## config.mk

```make
export PLATFORM = sky130hd
export DESIGN_NAME = i2c_bus_unjam
export DESIGN_NICKNAME = d
export VERILOG_FILES = /design/src/rtl/i2c_unjam_pkg.sv /design/src/rtl/unjam_tick.sv /design/src/rtl/unjam_seq.sv /design/src/rtl/i2c_bus_unjam.sv
export SDC_FILE = /design/constraint.sdc
export NUM_CORES = 1
export LEC_CHECK = 0
export BUFFER_PORTS_ARGS = -buffer_cell sky130_fd_sc_hd__buf_2
export CAP_MARGIN = 5
export CORE_MARGIN = 5
export CORE_UTILIZATION = 30
export DETAILED_ROUTE_END_ITERATION = 16
export MAX_ROUTING_LAYER = met4
export SLEW_MARGIN = 40
export SYNTH_ARGS = -nofsm -noshare
export SYNTH_HDL_FRONTEND = slang
export SYNTH_HIERARCHICAL = 1
export SYNTH_SLANG_ARGS = --single-unit
```

## constraint.sdc

```tcl
create_clock -name clk -period 7.3 [get_ports clk]
set_clock_uncertainty 0.1 [all_clocks]
set_input_delay 0 -clock clk [delete_from_list [all_inputs] [get_ports clk]]
set_output_delay 0 -clock clk [all_outputs]
set_load 0.01 [all_outputs]
```

## src/rtl/i2c_unjam_pkg.sv

```systemverilog
package i2c_unjam_pkg;

  typedef enum logic [2:0] {
    ST_IDLE  = 3'd0,
    ST_PREP  = 3'd1,
    ST_CHECK = 3'd2,
    ST_LOW   = 3'd3,
    ST_HIGH  = 3'd4,
    ST_STOPA = 3'd5,
    ST_STOPB = 3'd6,
    ST_STOPC = 3'd7
  } unjam_state_e;

endpackage

```

## src/rtl/unjam_tick.sv

```systemverilog
module unjam_tick #(
  parameter int TICK_CYCLES = 1250
) (
  input  logic clk,
  input  logic rst,
  input  logic restart,
  output logic tick
);
  localparam int CW = (TICK_CYCLES > 1) ? $clog2(TICK_CYCLES) : 1;
  localparam logic [CW-1:0] LAST = CW'(TICK_CYCLES - 1);

  logic [CW-1:0] cnt;

  assign tick = (cnt == LAST);

  always_ff @(posedge clk) begin
    if (rst || restart) begin
      cnt <= '0;
    end else if (tick) begin
      cnt <= '0;
    end else begin
      cnt <= cnt + 1'b1;
    end
  end
endmodule

```

## src/rtl/unjam_seq.sv

```systemverilog
module unjam_seq
  import i2c_unjam_pkg::*;
#(
  parameter int NUM_PULSES    = 9,
  parameter int STRETCH_TICKS = 100
) (
  input  logic clk,
  input  logic rst,
  input  logic start_i,
  input  logic scl_in,
  input  logic tick,
  output logic restart,
  output logic scl_oe,
  output logic sda_oe,
  output logic busy,
  output logic done
);
  localparam int PW = (NUM_PULSES > 1) ? $clog2(NUM_PULSES) : 1;
  localparam int SW = (STRETCH_TICKS > 1) ? $clog2(STRETCH_TICKS) : 1;
  localparam logic [PW-1:0] PULSE_LAST   = PW'(NUM_PULSES - 1);
  localparam logic [SW-1:0] STRETCH_LAST = SW'(STRETCH_TICKS - 1);

  unjam_state_e  st;
  logic [PW-1:0] pulse_cnt;
  logic [SW-1:0] wait_cnt;
  logic          launch;
  logic          check_exit;

  assign launch     = (st == ST_IDLE) && start_i;
  assign check_exit = (st == ST_CHECK) &&
                      (scl_in || (tick && (wait_cnt == STRETCH_LAST)));
  assign restart    = launch || check_exit;

  always_ff @(posedge clk) begin
    if (rst) begin
      st        <= ST_IDLE;
      pulse_cnt <= '0;
      wait_cnt  <= '0;
      scl_oe    <= 1'b0;
      sda_oe    <= 1'b0;
      busy      <= 1'b0;
      done      <= 1'b0;
    end else begin
      done <= 1'b0;
      case (st)
        ST_IDLE: begin
          scl_oe <= 1'b0;
          sda_oe <= 1'b0;
          if (start_i) begin
            busy      <= 1'b1;
            pulse_cnt <= '0;
            wait_cnt  <= '0;
            st        <= ST_PREP;
          end
        end
        ST_PREP: begin
          if (tick) st <= ST_CHECK;
        end
        ST_CHECK: begin
          if (check_exit) begin
            scl_oe   <= 1'b1;
            wait_cnt <= '0;
            st       <= ST_LOW;
          end else if (tick) begin
            wait_cnt <= wait_cnt + 1'b1;
          end
        end
        ST_LOW: begin
          if (tick) begin
            scl_oe <= 1'b0;
            st     <= ST_HIGH;
          end
        end
        ST_HIGH: begin
          if (tick) begin
            if (pulse_cnt == PULSE_LAST) begin
              scl_oe <= 1'b1;
              st     <= ST_STOPA;
            end else begin
              pulse_cnt <= pulse_cnt + 1'b1;
              st        <= ST_CHECK;
            end
          end
        end
        ST_STOPA: begin
          if (tick) begin
            sda_oe <= 1'b1;
            st     <= ST_STOPB;
          end
        end
        ST_STOPB: begin
          if (tick) begin
            scl_oe <= 1'b0;
            st     <= ST_STOPC;
          end
        end
        ST_STOPC: begin
          if (tick) begin
            sda_oe <= 1'b0;
            busy   <= 1'b0;
            done   <= 1'b1;
            st     <= ST_IDLE;
          end
        end
        default: st <= ST_IDLE;
      endcase
    end
  end
endmodule

```

## src/rtl/i2c_bus_unjam.sv

```systemverilog
module i2c_bus_unjam #(
  parameter int CLK_FREQ_HZ   = 250_000_000,
  parameter int HALF_US       = 5,
  parameter int NUM_PULSES    = 9,
  parameter int STRETCH_POLLS = 50
) (
  input  logic clk,
  input  logic rst,
  input  logic start_i,
  input  logic scl_in,
  output logic scl_oe,
  output logic sda_oe,
  output logic busy,
  output logic done
);
  localparam int HALF_CYCLES   = (CLK_FREQ_HZ / 1_000_000) * HALF_US;
  localparam int STRETCH_TICKS = 2 * STRETCH_POLLS;

  logic tick;
  logic restart;

  unjam_tick #(
    .TICK_CYCLES(HALF_CYCLES)
  ) u_tick (
    .clk    (clk),
    .rst    (rst),
    .restart(restart),
    .tick   (tick)
  );

  unjam_seq #(
    .NUM_PULSES   (NUM_PULSES),
    .STRETCH_TICKS(STRETCH_TICKS)
  ) u_seq (
    .clk    (clk),
    .rst    (rst),
    .start_i(start_i),
    .scl_in (scl_in),
    .tick   (tick),
    .restart(restart),
    .scl_oe (scl_oe),
    .sda_oe (sda_oe),
    .busy   (busy),
    .done   (done)
  );
endmodule

```

# ---- Word level (Yosys, flattened, before mapping)
# Index checks and enable logic that the tools add are counted.
dict set report op_classes {
  n_bitwise 1
  reduce_logical 21
  eq_ne 22
  mux 28
  add_sub_neg 3
}
# cell count
set ops {}
lappend ops {{$mux 3} 9}
lappend ops {{$pmux 3 s8} 1}
lappend ops {{$mux 7} 3}
lappend ops {{$ne 2x1->1 const B} 9}
lappend ops {{$pmux 7 s2} 1}
lappend ops {{$eq 3x3->1 const B} 4}
lappend ops {{$mux 4} 3}
lappend ops {{$add 11x1->11 const B} 1}
lappend ops {{$eq 11x11->1 const B} 1}
lappend ops {{$reduce_and 3->1} 3}
lappend ops {{$pmux 4 s2} 1}
lappend ops {{$reduce_and 8->1} 1}
lappend ops {{$add 7x1->7 const B} 1}
lappend ops {{$eq 7x7->1 const B} 1}
lappend ops {{$mux 1} 7}
lappend ops {{$eq 3x2->1 const B} 2}
lappend ops {{$reduce_bool 2->1} 3}
lappend ops {{$reduce_or 2->1} 3}
lappend ops {{$reduce_and 5->1} 1}
lappend ops {{$add 4x1->4 const B} 1}
lappend ops {{$eq 4x4->1 const B} 1}
lappend ops {{$ne 2x2->1 const B} 2}
lappend ops {{$pmux 1 s4} 1}
lappend ops {{$reduce_and 4->1} 1}
lappend ops {{10 further kinds} 14}
dict set report word_totals {
  reg_bits 29
  inputBits 4
  out_inout_bits 4
  word_cells 83
}

# ---- Longest topological paths before layout
# Gate-level depths: netlist of the first run.
dict set report logic_depth {
  word_depth 7
  mapped_depth 11
  mapped_depth_nobuf 9
}

# ---- Cells and area by module
# Netlist of the first run, hierarchy kept.
# mod instances cells_per_inst area_per_inst_um2 seq_area_each_um2
set modules_own_cells {}
lappend modules_own_cells {unjam_seq 1 129 1023.5 360.3}
lappend modules_own_cells {unjam_tick 1 56 555.5 220.2}

# ---- Worst setup path after synthesis of the first run
# No wires, ideal clock.
dict set report synth_path {
  path_kind {register -> register}
  startpoint {register u_tick.cnt[2]}
  endpoint {register u_seq.wait_cnt[6]}
  path_stages_with_launch 7
  path_buffers 0
  arrival_ns 2.501
  setup_ns 0.074
  slack_ns 4.625
  period_less_slack_ns 2.675
  required_time_ns 7.126
  cell_sequence {dfxtp_1 or4b_4 nor4_1 or3b_2 nand3b_1 or4_1 a31oi_1}
}
dict set report synth_via {
  elab_chain_cells 6
  word_cells_on_any_way 8
  classes_between {eq/ne (2); mux (2); reduce/logical (4)}
}
# element line_no
set synth_rtl {}
lappend synth_rtl {{start: declaration} unjam_tick.sv:12} ;# logic [CW-1:0] cnt;
lappend synth_rtl {{start signal: assignment} unjam_tick.sv:22} ;# cnt <= cnt + 1'b1;
lappend synth_rtl {{$eq 11x11->1 *} unjam_tick.sv:14} ;# assign tick = (cnt == LAST);
lappend synth_rtl {{via tick} i2c_bus_unjam.sv:19} ;# logic tick;
lappend synth_rtl {{$logic_and 1x1->1} unjam_seq.sv:31} ;# (scl_in || (tick && (wait_cnt == STRETCH_LAST)));
lappend synth_rtl {{$logic_or 1x1->1} unjam_seq.sv:31}
lappend synth_rtl {{$logic_and 1x1->1} unjam_seq.sv:30} ;# assign check_exit = (st == ST_CHECK) &&
lappend synth_rtl {{$ne 3x1->1 (no line) / $mux 7 (equally long branches)} --}
lappend synth_rtl {{$reduce_and 3->1 (no line) / $pmux 7 s2 (equally long branches)} --}
lappend synth_rtl {{end signal: assignment} unjam_seq.sv:65} ;# wait_cnt <= wait_cnt + 1'b1;
lappend synth_rtl {{end: declaration} unjam_seq.sv:25} ;# logic [SW-1:0] wait_cnt;
# The timed path passes the listed nets; every way through them passes the cells marked *.
# A chain may end at the register's enable or synchronous reset.

# ---- Final worst setup path of the first run
# Same ends and word-level chain as after synthesis.

==> out/qor.tcl, run 1 <==
set qor(critPathRequiredTime_ns) 7.41
set qor(critical_path.endpoint_type) {flip-flop}
set qor(post_route_cells_drive_above_1_share_pct) 17.1
set qor(class_of_the_tightest_hold_or_removal_check) {in -> reg}
set qor(cellLeakagePower_uw) 0.000579
set qor(post_cts_resize_count) 0
set qor(drcViolationCount) 0
set qor(ys.warnings.count) 6
set qor(worstPathCellList) {or4b_4 -> nor4_2 -> buf_4 -> or3b_2 -> nand3b_1 -> or4_1 -> a31oi_1}
set qor(area.growth.synth_to_final_pct) 11.7
set qor(htree_levels) 2
set qor(antenna_found_initial) 0
set qor(total_power_uw) 313
set qor(grt.total_usage_pct) 10.7
set qor(vdd_drop_max_uv) 81.9
set qor(antenna_cells) 0
set qor(io_pins) 8
set qor(syn_avg_cell_area_um2) 8.54
set qor(gpl_wtd_cong) 0.804
set qor(die_y_um) 82.6
set qor(yosysSeqAreaShare_pct) 36.8
set qor(period_needed_ns) 2.58
set qor(dpl.hpwl_mm) 2.20
set qor(net_count_of_the_mapped_netlist) 194
set qor(placeable_core_region_um2) 5110
set qor(grt_pass1_vias) 1240
set qor(setup.worst_path.class) {reg -> reg}
set qor(nets) 202
set qor(layout_worst_path_cycle_share_pct) 35.3
set qor(detailroute.via_count) 1336
set qor(postCtsSetupRepairBufs) 0
set qor(clk_root_buffer_cell) {sky130_fd_sc_hd__clkbuf_8}
set qor(cts_hold_buf) 0
set qor(outcome) {finished clean}
set qor(timing.critical_path.arrival_ns) 2.69
set qor(dr_pass1_iterations) 4
set qor(async_flop_share_pct) 0
set qor(timing.max_slew.rel_slack_pct) 61.4
set qor(synth-seq-cells) 29
set qor(synth_largest_type_area_fraction_pct) 36.8
set qor(max_freq_ghz) 0.388
set qor(clkSlewWorstSetupHoldPaths_ns) 0.06
set qor(cpPeakStageDelay_ns) 0.58
set qor(crit_cells) 7
set qor(max_cap_viol_count) 0
set qor(avgViaCountPerCell) 5.08
set qor(layout.core_utilization_pct) 34.5
set qor(place.port_buffers) 7
set qor(unrepaired_setup_endpoints_after_global_routing) {false}
set qor(insertion_delay_ns) 0.27
set qor(fp.dieW_um) 82.6
set qor(effective_utilization_at_floorplan_pct) 30.9
set qor(count_of_buffering_cells_on_the_critical_path_with_inverters_included) 1
set qor(total_congestion_overflow) 0
set qor(cts_max_path_buffers) 2
set qor(pin_count_of_the_biggest_net_entering_global_routing) 19
set qor(wl_per_cell_um) 11.8
set qor(synthFlopType) {sky130_fd_sc_hd__dfxtp_1}
set qor(final_cell_count_no_fill) 263
set qor(synth-edff-count) 0
set qor(tritoncts_num_sinks) 29
set qor(max_slew.worst_pin.slew_ns) 0.572
set qor(timing.critical_path.max_delay_family) {simple AND/OR/NAND/NOR gates}
set qor(number_of_cts_inserted_buffers) 5
set qor(numPlacedInstances) 256
set qor(synth.area.top_cells) {sky130_fd_sc_hd__dfxtp_1, sky130_fd_sc_hd__nand3_1, sky130_fd_sc_hd__ha_1, sky130_fd_sc_hd__o21ai_0, sky130_fd_sc_hd__or3_1}
set qor(pwr_density_cell_nw_per_um2) 177
set qor(synth.lib_cells_used.distinct) 41
set qor(routed_wl_mm) 3.11
set qor(timing.final.max_slew_violations) 0
set qor(setup.worst_path.start_class) {flip-flop}
set qor(number_of_endpoints_failing_setup_at_the_final_stage) 0
set qor(totalNegativeSetupSlack_ns) 0
set qor(final_hold_viol_count) 0
set qor(fp-row-count) 26
set qor(grt_pass1_wl_mm) 5.58
set qor(critical_path.max_fanout) 16
set qor(syn_area_um2) 1580
set qor(synth_top_cell_by_area) {sky130_fd_sc_hd__dfxtp_1}
set qor(fp.dieArea_um2) 6810
set qor(cts_tree) {done}
set qor(min_delay_path_depth) 2
set qor(first_iter_violations) 58
set qor(slowest_stage) {sky130_fd_sc_hd__or4b_4}
set qor(syn_inst) 185
set qor(drtAntennaViolNets) 0
set qor(ff2ff_path_depth) 7
## layout by cell type, fill, tap and decap left out, types with 2 or more instances in the layout
master                      count
sky130_fd_sc_hd__clkbuf_8       6
sky130_fd_sc_hd__or2_2          2
sky130_fd_sc_hd__dfxtp_1       29
sky130_fd_sc_hd__nor2b_1        4
sky130_fd_sc_hd__nor2_1        13
sky130_fd_sc_hd__o211ai_1       2
sky130_fd_sc_hd__ha_1           5
sky130_fd_sc_hd__nor2_2         5
sky130_fd_sc_hd__buf_4          2
sky130_fd_sc_hd__nor3b_1        4
sky130_fd_sc_hd__nand3_1       14
sky130_fd_sc_hd__a21oi_2        5
sky130_fd_sc_hd__a21boi_0       2
sky130_fd_sc_hd__or3_1          8
sky130_fd_sc_hd__inv_1          7
sky130_fd_sc_hd__a31oi_1        7
sky130_fd_sc_hd__and3b_1        2
sky130_fd_sc_hd__and3_1         2
sky130_fd_sc_hd__a21oi_1        9
sky130_fd_sc_hd__xor2_1         2
sky130_fd_sc_hd__nand3b_1       2
sky130_fd_sc_hd__o31ai_1        2
sky130_fd_sc_hd__nand2b_1       3
sky130_fd_sc_hd__or4b_4         2
sky130_fd_sc_hd__a2111oi_0      2
sky130_fd_sc_hd__o21ai_0       10
sky130_fd_sc_hd__nand2_1       10
sky130_fd_sc_hd__nor3_1         2
sky130_fd_sc_hd__nand4_1        5
sky130_fd_sc_hd__or4_1          4
sky130_fd_sc_hd__buf_2          7
sky130_fd_sc_hd__a32o_1         2
## layout make-up
class | count | area, um^2
well taps | 70 | 87.6
multi-input cells | 141 | 933
fillers | 539 | 3340
inverters | 7 | 26.3
flip-flops and latches | 29 | 581
clock buffers | 7 | 86.3
repair buffers | 9 | 50.0
## layer usage
layer	GRT usage [%]	up-vias	wire length, um
met1	13.2	607	1560
li1	-	704	-
met5	-	-	0
met2	16.4	21	1400
met3	3.36	4	136
met4	3.92	0	22
## Yosys cell counts, types with 2 or more instances
cell / number
sky130_fd_sc_hd__or4_1: 4
sky130_fd_sc_hd__nor2_1: 13
sky130_fd_sc_hd__xor2_1: 2
sky130_fd_sc_hd__or4b_4: 2
sky130_fd_sc_hd__a21oi_1: 9
sky130_fd_sc_hd__a21boi_0: 2
sky130_fd_sc_hd__nor2_2: 5
sky130_fd_sc_hd__or2_2: 2
sky130_fd_sc_hd__a31oi_1: 7
sky130_fd_sc_hd__and3_1: 2
sky130_fd_sc_hd__nand2b_1: 3
sky130_fd_sc_hd__nand2_1: 10
sky130_fd_sc_hd__and3b_1: 2
sky130_fd_sc_hd__nand3b_1: 2
sky130_fd_sc_hd__o211ai_1: 2
sky130_fd_sc_hd__o21ai_0: 10
sky130_fd_sc_hd__o31ai_1: 2
sky130_fd_sc_hd__a21oi_2: 5
sky130_fd_sc_hd__nor3b_1: 4
sky130_fd_sc_hd__nor4_1: 2
sky130_fd_sc_hd__inv_1: 7
sky130_fd_sc_hd__a2111oi_0: 2
sky130_fd_sc_hd__dfxtp_1: 29
sky130_fd_sc_hd__nand4_1: 5
sky130_fd_sc_hd__nand3_1: 14
sky130_fd_sc_hd__a32o_1: 2
sky130_fd_sc_hd__ha_1: 5
sky130_fd_sc_hd__buf_6: 2
sky130_fd_sc_hd__or3_1: 8
sky130_fd_sc_hd__nor2b_1: 4
sky130_fd_sc_hd__nor3_1: 2
sky130_fd_sc_hd__clkbuf_1: 6
## power breakdown
part / switching [uW] / internal (uW) / total, uW
logic: 11.8 / 7.04 / 18.8
registers: 3.11 / 160 / 163
clock network: 55.9 / 74.6 / 131
total: 70.8 / 242 / 313
## cell families (layout without fill, tap and decap cells)
logic type      Yosys count  count (layout)  share of synthesized area, %
buf+inv                  15              23                          4.52
flops                    29              29                          36.8
compound gates           47              47                          21.3
fa+ha+maj                 5               5                          3.96
simple gates             86              86                          31.8
xor+xnor                  3               3                          1.66
## sequential cells by signal, indices dropped and copies added, names as in the netlist
register / count
u_seq/sda_oe: 1
u_seq/pulse_cnt: 4
u_seq/wait_cnt: 7
u_seq/scl_oe: 1
u_seq/done: 1
u_seq/st: 3
u_seq/busy: 1
u_tick/cnt: 11
## path summary, 6_finish.rpt
kind	startpoint	to	slack [ns]
setup / recovery	u_tick/cnt[2]	u_seq/wait_cnt[6]	4.72
hold / removal	rst	u_seq/wait_cnt[1]	0.006
setup reg to reg	u_tick/cnt[2]	u_seq/wait_cnt[6]	4.72
hold reg to reg	u_seq/wait_cnt[1]	u_seq/wait_cnt[1]	0.37
## stage by stage
step / hold slack (ns) / setup WS (ns) / area [um^2]
after floorplan: -0.00846 / 4.62 / 1580
after global placement: 0.293 / 4.75 / 1670
after detailed placement: 0.298 / 4.72 / 1680
after CTS: 0.00680 / 4.72 / 1760
after global routing: 0.0254 / 4.52 / 1760
final: 0.00620 / 4.72 / 1760
(Power assumes the default switching activity.)
==> inputs of run 2 (changes only) <==
Settings changed: ABC_AREA from default to 1.
Clock period 7.3 ns to 2.6 ns, I/O delays scaled along.
==> run 2 against run 1 <==
  * Hold slack better by 0.022 ns
  * Flip-flop and latch count unchanged
  * Count of clock-buffer cells in the layout up 1
  * First-iteration DRC count up 22%
  * Wire length up 16%
  * Power rose to 5.2 times the previous value
  * Combinational power rose to 35 times the previous value
  * Maximum frequency up 21%
  * Utilization up 0.71 points
  * Global-route usage up 0.19 points
  * Area after synthesis up 11%
  * Final area up 12%
==> out/qor.tcl, run 2 <==
set qor(outcome) {finished clean}
set qor(fp.dieArea_um2) 7500
set qor(critical_path.max_fanout) 9
set qor(pin_count_of_the_biggest_net_entering_global_routing) 12
set qor(avgViaCountPerCell) 4.62
set qor(die_y_um) 86.6
set qor(final_hold_viol_count) 0
set qor(detailroute.via_count) 1575
set qor(class_of_the_tightest_hold_or_removal_check) {in -> reg}
set qor(cts_hold_buf) 2
set qor(layout_worst_path_cycle_share_pct) 82.1
set qor(postCtsSetupRepairBufs) 0
set qor(vdd_drop_max_uv) 294
set qor(wl_per_cell_um) 10.6
set qor(worstPathCellList) {ha_1 -> nand3_1 -> nor2_2 -> inv_2 -> nor2_1 -> a21oi_1 -> o21ai_0 -> nor2_1 -> o21ai_4 -> nor2_1}
set qor(ff2ff_path_depth) 10
set qor(placeable_core_region_um2) 5610
set qor(synth-edff-count) 0
set qor(crit_cells) 10
set qor(path_common_cell) {sky130_fd_sc_hd__nor2_1}
set qor(first_iter_violations) 71
set qor(timing.max_slew.rel_slack_pct) 75.3
set qor(insertion_delay_ns) 0.28
set qor(layout.core_utilization_pct) 35.3
set qor(largest_register_ffs) 11
set qor(clkSlewWorstSetupHoldPaths_ns) 0.06
set qor(switching_fraction_of_total_power_pct) 42.1
set qor(top_register) {u_tick/cnt}
set qor(ys.warnings.count) 6
set qor(timing.critical_path.arrival_ns) 2.19
set qor(fp-row-count) 27
set qor(net_count_of_the_mapped_netlist) 263
set qor(worst-r2r-setup-slack_ns) 0.47
set qor(grt_pass1_vias) 1450
set qor(antenna_cells) 0
set qor(final_cell_mix) {sky130_fd_sc_hd__nand2_1, sky130_fd_sc_hd__nor2_1, sky130_fd_sc_hd__inv_1, sky130_fd_sc_hd__dfxtp_1, sky130_fd_sc_hd__nand3_1}
set qor(internal_power_uw) 943
set qor(cpPeakStageDelay_ns) 0.40
set qor(max_slew.worst_pin.slew_ns) 0.369
set qor(area.growth.synth_to_final_pct) 12.4
set qor(clk_root_buffer_cell) {sky130_fd_sc_hd__clkbuf_8}
set qor(setup_crit_start) {u_tick/cnt[0]}
set qor(worstReg2RegStart) {u_tick/cnt[0]}
set qor(final.setup.worst_slack_ns) 0.467
set qor(unrepaired_setup_endpoints_after_global_routing) {false}
set qor(syn_area_um2) 1760
set qor(place.port_buffers) 7
set qor(nets) 277
set qor(yosysSeqAreaShare_pct) 33.0
set qor(most_frequent_cells_after_synthesis) {sky130_fd_sc_hd__nand2_1, sky130_fd_sc_hd__nor2_1, sky130_fd_sc_hd__dfxtp_1, sky130_fd_sc_hd__inv_1, sky130_fd_sc_hd__nand3_1}
set qor(layout_commonest_cell) {sky130_fd_sc_hd__nand2_1}
set qor(setup.worst_path.class) {reg -> reg}
set qor(max_cap_viol_count) 0
set qor(dr_pass1_iterations) 5
set qor(slowest_stage) {sky130_fd_sc_hd__dfxtp_1}
set qor(synth.area.top_cells) {sky130_fd_sc_hd__dfxtp_1, sky130_fd_sc_hd__nand2_1, sky130_fd_sc_hd__nor2_1, sky130_fd_sc_hd__inv_1, sky130_fd_sc_hd__nand3_1}
set qor(timing.critical_path.max_delay_family) {simple AND/OR/NAND/NOR gates}
set qor(antenna_found_initial) 0
set qor(period_needed_ns) 2.13
set qor(cellLeakagePower_uw) 0.000838
set qor(syn_inst) 254
set qor(synth-seq-cells) 29
set qor(htree_levels) 2
set qor(routed_wl_mm) 3.60
set qor(largest_registers) {u_tick/cnt: 11 flops, u_seq/wait_cnt: 7 flops, u_seq/pulse_cnt: 4 flops}
set qor(timing.final.max_slew_violations) 0
set qor(critPathRequiredTime_ns) 2.66
set qor(tritoncts_num_sinks) 29
set qor(post_cts_resize_count) 0
set qor(comb_power_share_pct) 40.9
set qor(cts_tree) {done}
set qor(critical_path.endpoint_type) {flip-flop}
set qor(pwr_density_cell_nw_per_um2) 823
set qor(switching_power_uw) 684
set qor(pre_cts_slack_ns) 0.458
set qor(worst_setup_path_endpoint) {u_tick/cnt[5]}
set qor(max_freq_ghz) 0.469
set qor(io_pins) 8
set qor(fp.dieW_um) 86.6
set qor(min_delay_path_depth) 3
set qor(total_power_uw) 1630
set qor(cts_max_path_buffers) 2
set qor(synth_most_common_cell) {sky130_fd_sc_hd__nand2_1}
set qor(number_of_cts_inserted_buffers) 5
set qor(share_clk_of_total_power_pct) 22.1
set qor(grt_pass1_wl_mm) 6.33
set qor(synthFlopType) {sky130_fd_sc_hd__dfxtp_1}
set qor(synth_largest_type_area_fraction_pct) 33.0
set qor(effective_utilization_at_floorplan_pct) 31.4
set qor(seq_power_share_pct) 37.0
set qor(dpl.hpwl_mm) 2.65
set qor(totalNegativeSetupSlack_ns) 0
set qor(syn_avg_cell_area_um2) 6.93
set qor(grt.total_usage_pct) 10.9
set qor(post_route_cells_drive_above_1_share_pct) 14.1
set qor(gpl_wtd_cong) 0.905
set qor(synth_top_cell_by_area) {sky130_fd_sc_hd__dfxtp_1}
set qor(async_flop_share_pct) 0
set qor(number_of_endpoints_failing_setup_at_the_final_stage) 0
set qor(drcViolationCount) 0
set qor(fill_cells) 619
set qor(rr_endpoint) {u_tick/cnt[5]}
set qor(setup.worst_path.start_class) {flip-flop}
set qor(total_congestion_overflow) 0
set qor(drtAntennaViolNets) 0
set qor(synth.lib_cells_used.distinct) 27
set qor(count_of_buffering_cells_on_the_critical_path_with_inverters_included) 1
[run 2: cell types whose count changed in the layout (fill, tap and decap cells not counted), sizes merged, moves of 3 or more]
cell,before,now
nor2,18,50
nand2b,3,0
inv,7,32
or3,8,0
nand2,10,65
nand3b,2,6
nor2b,4,0
a31oi,7,0
or4,4,0
xor2,2,5
nor3b,4,0
nand3,14,22
[run 2: worst reg2reg max path: stages, from the launching register on]
cell                      delay [ns]
sky130_fd_sc_hd__dfxtp_1        0.40
sky130_fd_sc_hd__ha_1           0.17
sky130_fd_sc_hd__nand3_1        0.15
sky130_fd_sc_hd__nor2_2         0.30
sky130_fd_sc_hd__inv_2          0.12
sky130_fd_sc_hd__nor2_1         0.15
sky130_fd_sc_hd__a21oi_1        0.12
sky130_fd_sc_hd__o21ai_0        0.17
sky130_fd_sc_hd__nor2_1         0.11
sky130_fd_sc_hd__o21ai_4        0.14
sky130_fd_sc_hd__nor2_1         0.09
[run 2: cells by family (layout without fill, tap and decap cells)]
group	count (synthesis)	in the layout	synth area share, %
AOI/OAI and AO/OA	28	28	9.39
xor gates and xnor gates	8	8	3.98
adders and majority gates	5	5	3.56
buffers and inverters	34	49	7.40
DFF	29	29	33.0
and+or+nand+nor	150	150	42.7
[run 2: metal layers]
layer	track usage, %	part of all wire [%]	vias to the layer above	wire [um]
met3	4.37	5.5	5	197
met5	-	0	-	0
li1	-	-	835	-
met2	16.6	44	26	1580
met1	13.2	50	709	1790
met4	3.54	1.1	0	38
[run 2: through the flow]
step / cells / instance area [um^2] / hold slack, ns
floorplan: 254 / 1760 / 0.109
global placement: 331 / 1880 / 0.250
detailed placement: 331 / 1880 / 0.243
CTS: 341 / 1980 / 0.0195
global route: 341 / 1980 / 0.0454
finish: 341 / 1980 / 0.0279
[run 2: worst min path at each step]
| stage | start | to |
|---|---|---|
| after floorplan | scl_in | u_seq/wait_cnt[1] |
| after global placement | rst | u_seq/done |
| after detailed placement | rst | u_seq/done |
| after CTS | start_i | u_seq/busy |
| after global routing | start_i | u_seq/busy |
| final | start_i | u_seq/busy |
[run 2: area by class of cell]
cell class / instances / area (um^2) / share of cell area, %
sequential: 29 / 581 / 29.4
inverter: 32 / 123 / 6.20
multi-input combinational: 191 / 1050 / 53.0
clock buffer: 8 / 80.1 / 4.05
timing repair buffer: 9 / 55.1 / 2.78
tap: 72 / 90.1 / 4.56
[run 2: power groups by stage]
stage	Clock [uW]	Sequential [uW]	Combinational (uW)
5_1_grt	391	616	764
4_1_cts	375	601	669
2_1_floorplan	0	597	537
3_5_place_dp	0	612	665
6_report	359	603	665
3_3_place_gp	0	611	666
